File: src/rtl/hsc_pkg.sv
package hsc_pkg;

    typedef enum logic [3:0] {
        ST_IDLE,
        ST_RD_REQ,
        ST_RD_XEN,
        ST_RD_ACK,
        ST_RD_XOFF,
        ST_WR_XEN,
        ST_WR_REQ,
        ST_WR_XOFF,
        ST_WR_ACK
    } hsc_state_e;

    typedef struct packed {
        logic rd;
        logic wr;
        logic ack;
    } hsc_in_s;

    typedef struct packed {
        logic err;
        logic dev_req;
        logic xcvr;
        logic bus_ack;
    } hsc_out_s;

    localparam int unsigned HSC_IN_W  = $bits(hsc_in_s);
    localparam int unsigned HSC_OUT_W = $bits(hsc_out_s);

    // Output pattern owned by each state; err is supplied separately.
    function automatic hsc_out_s out_of(hsc_state_e s, logic err);
        hsc_out_s o;
        o = '0;
        o.err = err;
        case (s)
            ST_RD_REQ:  o.dev_req = 1'b1;
            ST_RD_XEN:  begin o.dev_req = 1'b1; o.xcvr = 1'b1; end
            ST_RD_ACK:  begin o.dev_req = 1'b1; o.xcvr = 1'b1; o.bus_ack = 1'b1; end
            ST_RD_XOFF: begin o.dev_req = 1'b1; o.bus_ack = 1'b1; end
            ST_WR_XEN:  o.xcvr = 1'b1;
            ST_WR_REQ:  begin o.dev_req = 1'b1; o.xcvr = 1'b1; end
            ST_WR_XOFF: o.dev_req = 1'b1;
            ST_WR_ACK:  begin o.dev_req = 1'b1; o.bus_ack = 1'b1; end
            default:    o.err = err;
        endcase
        return o;
    endfunction

endpackage

File: src/rtl/hsc_sync.sv
module hsc_sync #(
    parameter int unsigned WIDTH  = 3,
    parameter int unsigned STAGES = 2
) (
    input  logic             clk,
    input  logic             rst,
    input  logic [WIDTH-1:0] d,
    output logic [WIDTH-1:0] q
);
    localparam int unsigned LAST = STAGES - 1;

    logic [WIDTH-1:0] chain [STAGES];

    for (genvar g = 0; g < STAGES; g++) begin : g_stage
        if (g == 0) begin : g_first
            always_ff @(posedge clk) begin
                if (rst) chain[g] <= '0;
                else     chain[g] <= d;
            end
        end else begin : g_next
            always_ff @(posedge clk) begin
                if (rst) chain[g] <= '0;
                else     chain[g] <= chain[g-1];
            end
        end
    end

    assign q = chain[LAST];
endmodule

File: src/rtl/hsc_seq.sv
module hsc_seq
    import hsc_pkg::*;
(
    input  logic       clk,
    input  logic       rst,
    input  hsc_in_s    in_s,
    output hsc_out_s   out_q,
    output hsc_state_e state_q
);
    hsc_state_e state_d;
    logic       err_d;
    logic       both;

    assign both = in_s.rd && in_s.wr;

    always_comb begin
        state_d = state_q;
        unique case (state_q)
            ST_IDLE: begin
                if (!both && !in_s.ack) begin
                    if (in_s.rd)      state_d = ST_RD_REQ;
                    else if (in_s.wr) state_d = ST_WR_XEN;
                end
            end
            ST_RD_REQ:  if (in_s.ack) state_d = ST_RD_XEN;
            ST_RD_XEN:  state_d = ST_RD_ACK;
            ST_RD_ACK:  if (!in_s.rd) state_d = ST_RD_XOFF;
            ST_RD_XOFF: state_d = ST_IDLE;
            ST_WR_XEN:  state_d = ST_WR_REQ;
            ST_WR_REQ:  if (in_s.ack) state_d = ST_WR_XOFF;
            ST_WR_XOFF: state_d = ST_WR_ACK;
            ST_WR_ACK:  if (!in_s.wr) state_d = ST_IDLE;
            default:    state_d = ST_IDLE;
        endcase
    end

    assign err_d = (state_d == ST_IDLE) && both;

    always_ff @(posedge clk) begin
        if (rst) begin
            state_q <= ST_IDLE;
            out_q   <= '0;
        end else begin
            state_q <= state_d;
            out_q   <= out_of(state_d, err_d);
        end
    end
endmodule

File: src/rtl/hs_bus_bridge.sv
module hs_bus_bridge
    import hsc_pkg::*;
#(
    parameter int unsigned SYNC_STAGES = 2
) (
    input  logic clk,
    input  logic rst,
    input  logic rd_strobe_i,
    input  logic wr_strobe_i,
    input  logic dev_ack_i,
    output logic dev_req_o,
    output logic xcvr_en_o,
    output logic bus_ack_o,
    output logic proto_err_o
);
    logic [HSC_IN_W-1:0] raw_bits;
    logic [HSC_IN_W-1:0] sync_bits;
    hsc_in_s             in_sync;
    hsc_out_s            outs;
    hsc_state_e          state;
    logic                ack_sync;

    assign raw_bits = {rd_strobe_i, wr_strobe_i, dev_ack_i};

    hsc_sync #(
        .WIDTH  (HSC_IN_W),
        .STAGES (SYNC_STAGES)
    ) u_sync (
        .clk (clk),
        .rst (rst),
        .d   (raw_bits),
        .q   (sync_bits)
    );

    assign in_sync  = hsc_in_s'(sync_bits);
    assign ack_sync = in_sync.ack;

    hsc_seq u_seq (
        .clk     (clk),
        .rst     (rst),
        .in_s    (in_sync),
        .out_q   (outs),
        .state_q (state)
    );

    assign dev_req_o   = outs.dev_req;
    assign xcvr_en_o   = outs.xcvr;
    assign bus_ack_o   = outs.bus_ack;
    assign proto_err_o = outs.err && (state == ST_IDLE);
endmodule

File: config.mk
export PLATFORM = sky130hd
export DESIGN_NAME = hs_bus_bridge
export DESIGN_NICKNAME = d
export VERILOG_FILES = /design/src/rtl/hsc_pkg.sv /design/src/rtl/hsc_sync.sv /design/src/rtl/hsc_seq.sv /design/src/rtl/hs_bus_bridge.sv
export SDC_FILE = /design/constraint.sdc
export NUM_CORES = 1
export LEC_CHECK = 0
export ABC_AREA = 1
export CAP_MARGIN = 20
export CORE_MARGIN = 3
export CORE_UTILIZATION = 40
export DETAILED_ROUTE_END_ITERATION = 8
export MAX_ROUTING_LAYER = met4
export PLACE_DENSITY = 0.69
export SYNTH_ARGS = -nofsm -noshare
export SYNTH_HDL_FRONTEND = slang
export SYNTH_SLANG_ARGS = --single-unit
File: constraint.sdc
create_clock -name clk -period 1.6 [get_ports clk]
set_clock_uncertainty 0.1 [all_clocks]
set_input_delay 0.4 -clock clk [delete_from_list [all_inputs] [get_ports clk]]
set_output_delay 0.4 -clock clk [all_outputs]
set_load 0.02 [all_outputs]
After elaboration in Yosys (flattened, before gate mapping)

Memories as Yosys holds them, arrays and structs flattened.
Index checks and enable logic that the tools add are counted.

Multiplexer cells: 16
Bitwise logic cells: 2
Eq/ne operators: 15
Reductions and logical operators: 11

Operator list:

| operator                                                         | number |
|---|---|
| 4-bit case mux with 8 select lines                               | 1 |
| 4-bit by 3-bit == test with 1-bit output (second input constant) | 7 |
| 4-bit two-way mux                                                | 7 |
| 4-bit by 2-bit == test with 1-bit output (second input constant) | 4 |
| 4-bit by 1-bit == test with 1-bit output (second input constant) | 2 |
| 4-bit == test (second input constant)                            | 2 |
| 4-bit logical NOT                                                | 2 |
| 7-bit OR reduction                                               | 1 |
| 1-bit two-way mux                                                | 6 |
| 3-bit two-way mux                                                | 2 |
| 1-bit logical AND                                                | 4 |
| 4-bit OR reduction                                               | 1 |
| 3-bit OR reduction                                               | 1 |
| 1-bit logical NOT                                                | 2 |
| 1-bit bitwise OR                                                 | 2 |

Memories: 1
Logic and storage cells: 50
Memory bits (writable): 6
Output and inout port bits: 4
Flip-flop bits (word level): 8

Memories:

| name         | words | width | read ports | clocked after memory_dff | wr ports | line           | RTL |
|---|---|---|---|---|---|---|---|
| u_sync.chain | 2     | 3     | 2          | 0                        | 2        | hsc_sync.sv:12 | `logic [WIDTH-1:0] chain [STAGES];` |

Depth between registers and ports, before layout

Word-level depth: 8
Gate-level depth with buffers: 11

Modules after synthesis

Synthesis repeated with hierarchy kept, for this count alone.

Cell total of the unflattened synthesis: 98
Area total of the unflattened synthesis: 688.2 µm²

By module, submodules not included:

| module        | seq. area each (µm²) | area each (µm²) | times used | cells each |
|---|---|---|---|---|
| hsc_seq       | 160.2                | 500.5           | 1          | 74 |
| hsc_sync      | 120.1                | 165.2           | 1          | 18 |
| hs_bus_bridge | 0.0                  | 22.5            | 1          | 6 |

Least setup slack after synthesis

No wires, ideal clock.

Kind: register to output
Start point: register u_seq.state_q[1]
End point: output port proto_err_o
Arrival: 0.863 ns
Required time: 1.100 ns
Path buffers: 0
Path slack: 0.237 ns
Cell stages (with the launch flop): 4
Cell sequence: dfxtp_1 > nor2_1 > nand2_2 > nor2_1

Cells in the longest elaborated chain, start to end: 2

Ends and longest elaborated chain:

| element                | line                | RTL |
|---|---|---|
| from (decl)            | hsc_seq.sv:8        | `output hsc_state_e state_q` |
| from (signal assigned) | hsc_seq.sv:44       | `state_q <= state_d;` |
| 4-bit logical NOT      | hs_bus_bridge.sv:49 | `assign proto_err_o = outs.err && (state == ST_IDLE);` |
| 1-bit logical AND      | hs_bus_bridge.sv:49 |  |
| to (decl)              | hs_bus_bridge.sv:14 | `output logic proto_err_o` |

No other way between the ends.

Worst setup path after layout

Ends and elaborated chain as after synthesis.

==> run metrics <==
outcome finished clean; Die H around 47 µm; Synth Register Bits 14; Top-Level Pins 9; CP arrival ~1 ns; Seq/Total Area, Yosys 0.4080; met3 WL 51 µm; H-tree depth 1; largest net degree at the start of global routing 8; Critical Path Sink Type output port; Gate power share 0.224; Root Driver clkbuf_4; floorplan row count 14; synthesized instance count just under 100; Worst Path Required approximately 1.1 ns; Die Width 47.44 µm; worst skew pair latency 0.27 ns; Remaining Overflow, GRT 0; Final Cell Area 854.6 µm²; # DRC 0; met2 wire len between 600 and 700 µm; peak supply drop 501.6 µV; crit-path max FO 2; most common cell after layout, fill and taps aside inv_1; IO buf count 8; drt total wl 1.301 mm; final hold viol count 0; share of layout cells above drive strength 1 0.2544; routed vias 620; first-pass GRT wire length 2.166 mm; Slowest-stage cell, CP dfxtp_1; post-route ant nets 0; placed inst area 835.8 µm²; worst setup margin 0.06923 ns; Pins Over Slew Limit 0; drt wl/cell between 10 and 15 µm; DRT Pass-1 Iters 4; routability congestion estimate 0.8330; Post-Syn Area 686.9 µm²; part of the power in registers 0.521; Power Total 0.7262 mW; DIE AREA roughly 2300 µm²; Sw Pwr 0.2037 mW; WHS 0.3041 ns; core area about 1600 µm²; DP HPWL 1.061 mm; setup TNS 0 ns; worst-margin pin slew between 0.2 and 0.25 ns; library cells used by synthesis 17; # setup viols final 0; synthesized net count 102; CTS tree yes; vias per cell 4.769; area added between synthesis and finish 24.41%; hold crit path type reg -> reg; P per Cell Area 849.8 nW/µm²; worst slack at placement -0.1172 ns; most frequent cells in the layout inv_1 (20), nand2_1 (19), dfxtp_1 (14), nor2_1 (13); clock buffer depth 2; final worst path period share 0.9567; unrepaired setup endpoints after global routing false; CP peak stage delay 0.33 ns; Crit Path Category reg -> out; Starting Density 0.4406; Initial DRC Count 11; max_cap viols 0; highest metal layer with signal wires met4; GRT Overall Usage 0.1432; nets@finish 121; Startpoint Class flop; initial antenna violation count 0; post-route minimum period 1.531 ns; vias in the first global route 563; ordered list of cells on the worst path nor2_2 > nand2_2 > nor2_1 > buf_4; clk slew on worst S/H paths about 0.080 ns; clock power share 0.255; slew margin rel. 0.8447; Mapped Avg Cell Area 7.082 µm²; diode count 0; fmax ~0.65 GHz; flop2flop setup slack between 0.1 and 0.15 ns; LEAKAGE 0.4833 nW; CTS sink cnt 14; internal power 0.5225 mW; number of synthesis warnings 0; CTS Buf Count 3; met1 wire length about 630 µm; Net Sw Frac 0.2805
-- cells in the mapped netlist --
cell,number,share of area
nand2_2,3,0.027
inv_2,3,0.016
nor2_2,1,0.0091
dfxtp_1,14,0.41
nand4_1,1,0.0091
nor3_2,1,0.015
nand2_1,19,0.10
nor2_1,14,0.077
inv_1,20,0.11
clkbuf_1,1,0.0055
nand3_2,5,0.073
nand3_1,8,0.058
nor2_4,3,0.049
o21ai_0,1,0.0073
a21oi_1,1,0.0073
o21ai_1,1,0.0073
nor4_2,1,0.018
-- layer usage --
layer,up-vias,GRT usage
met1,283,0.1766
met3,2,0.01128
met4,0,0.08287
met5,-,-
met2,12,0.2273
li1,323,-
-- path summary, 6_finish.rpt --
kind / startpoint / end / depth (start not counted)
worst min register to register: u_sync.chain[0][0]$_SDFF_PP0_ / u_sync.chain[1][0]$_SDFF_PP0_ / 2
worst min-delay path: u_sync.chain[0][0]$_SDFF_PP0_ / u_sync.chain[1][0]$_SDFF_PP0_ / 2
worst max-delay path: u_seq.state_q[1]$_SDFF_PP0_ / proto_err_o / 4
worst max register to register: u_seq.state_q[2]$_SDFF_PP0_ / u_seq.out_q[2]$_SDFF_PP0_ / 11
-- state kept, by name (all words and copies together) (netlist names) --
| register | cells |
|---|---|
| u_seq.out_q | 4 |
| u_sync.chain | 6 |
| u_seq.state_q | 4 |
-- worst max-delay path, delay by kind of cell, from the launching register on --
| family | cells | cell delay [ns] |
|---|---|---|
| flip-flops | 1 | 0.33 |
| buffers and inverters | 1 | 0.14 |
| AND/OR/NAND/NOR | 3 | 0.30 |
-- power groups by stage --
stage	sequential (mW)	combinational (mW)	clock, mW
finish	0.378	0.162	0.185
global route	0.380	0.181	0.201
floorplan	0.398	0.0919	0
CTS	0.378	0.162	0.191
global placement	0.385	0.164	0
detailed placement	0.386	0.167	0
-- metrics by stage --
step / cells / util
2_1_floorplan: 97 / -
5_1_grt: 130 / 0.5482
3_5_place_dp: 127 / 0.5361
4_1_cts: 130 / 0.5465
3_3_place_gp: 127 / 0.5361
6_report: 130 / 0.5482
-- cell families after synthesis --
group	share of synthesized area
compound gates	0.02184
flops	0.4080
buf+inv	0.1311
simple gates	0.4390
-- final cells by class --
class                      count  area, µm²
fill                         153      704.4
multi-input combinational     59      319.1
sequential                    14      280.3
timing repair buffer          15      126.4
inverter                      23      86.33
clock buffer                   3      22.52
tap                           16      20.02
-- repair_timing --
action / CTS / global route
endpoints found under the setup margin: 4 / 1
gates resized for setup: 8 / 1
buffers inserted: 0 / 0
hold buffers: 0 / 0
pin swaps: 0 / 0
No activity file was read; power rests on OpenSTA's default activity.
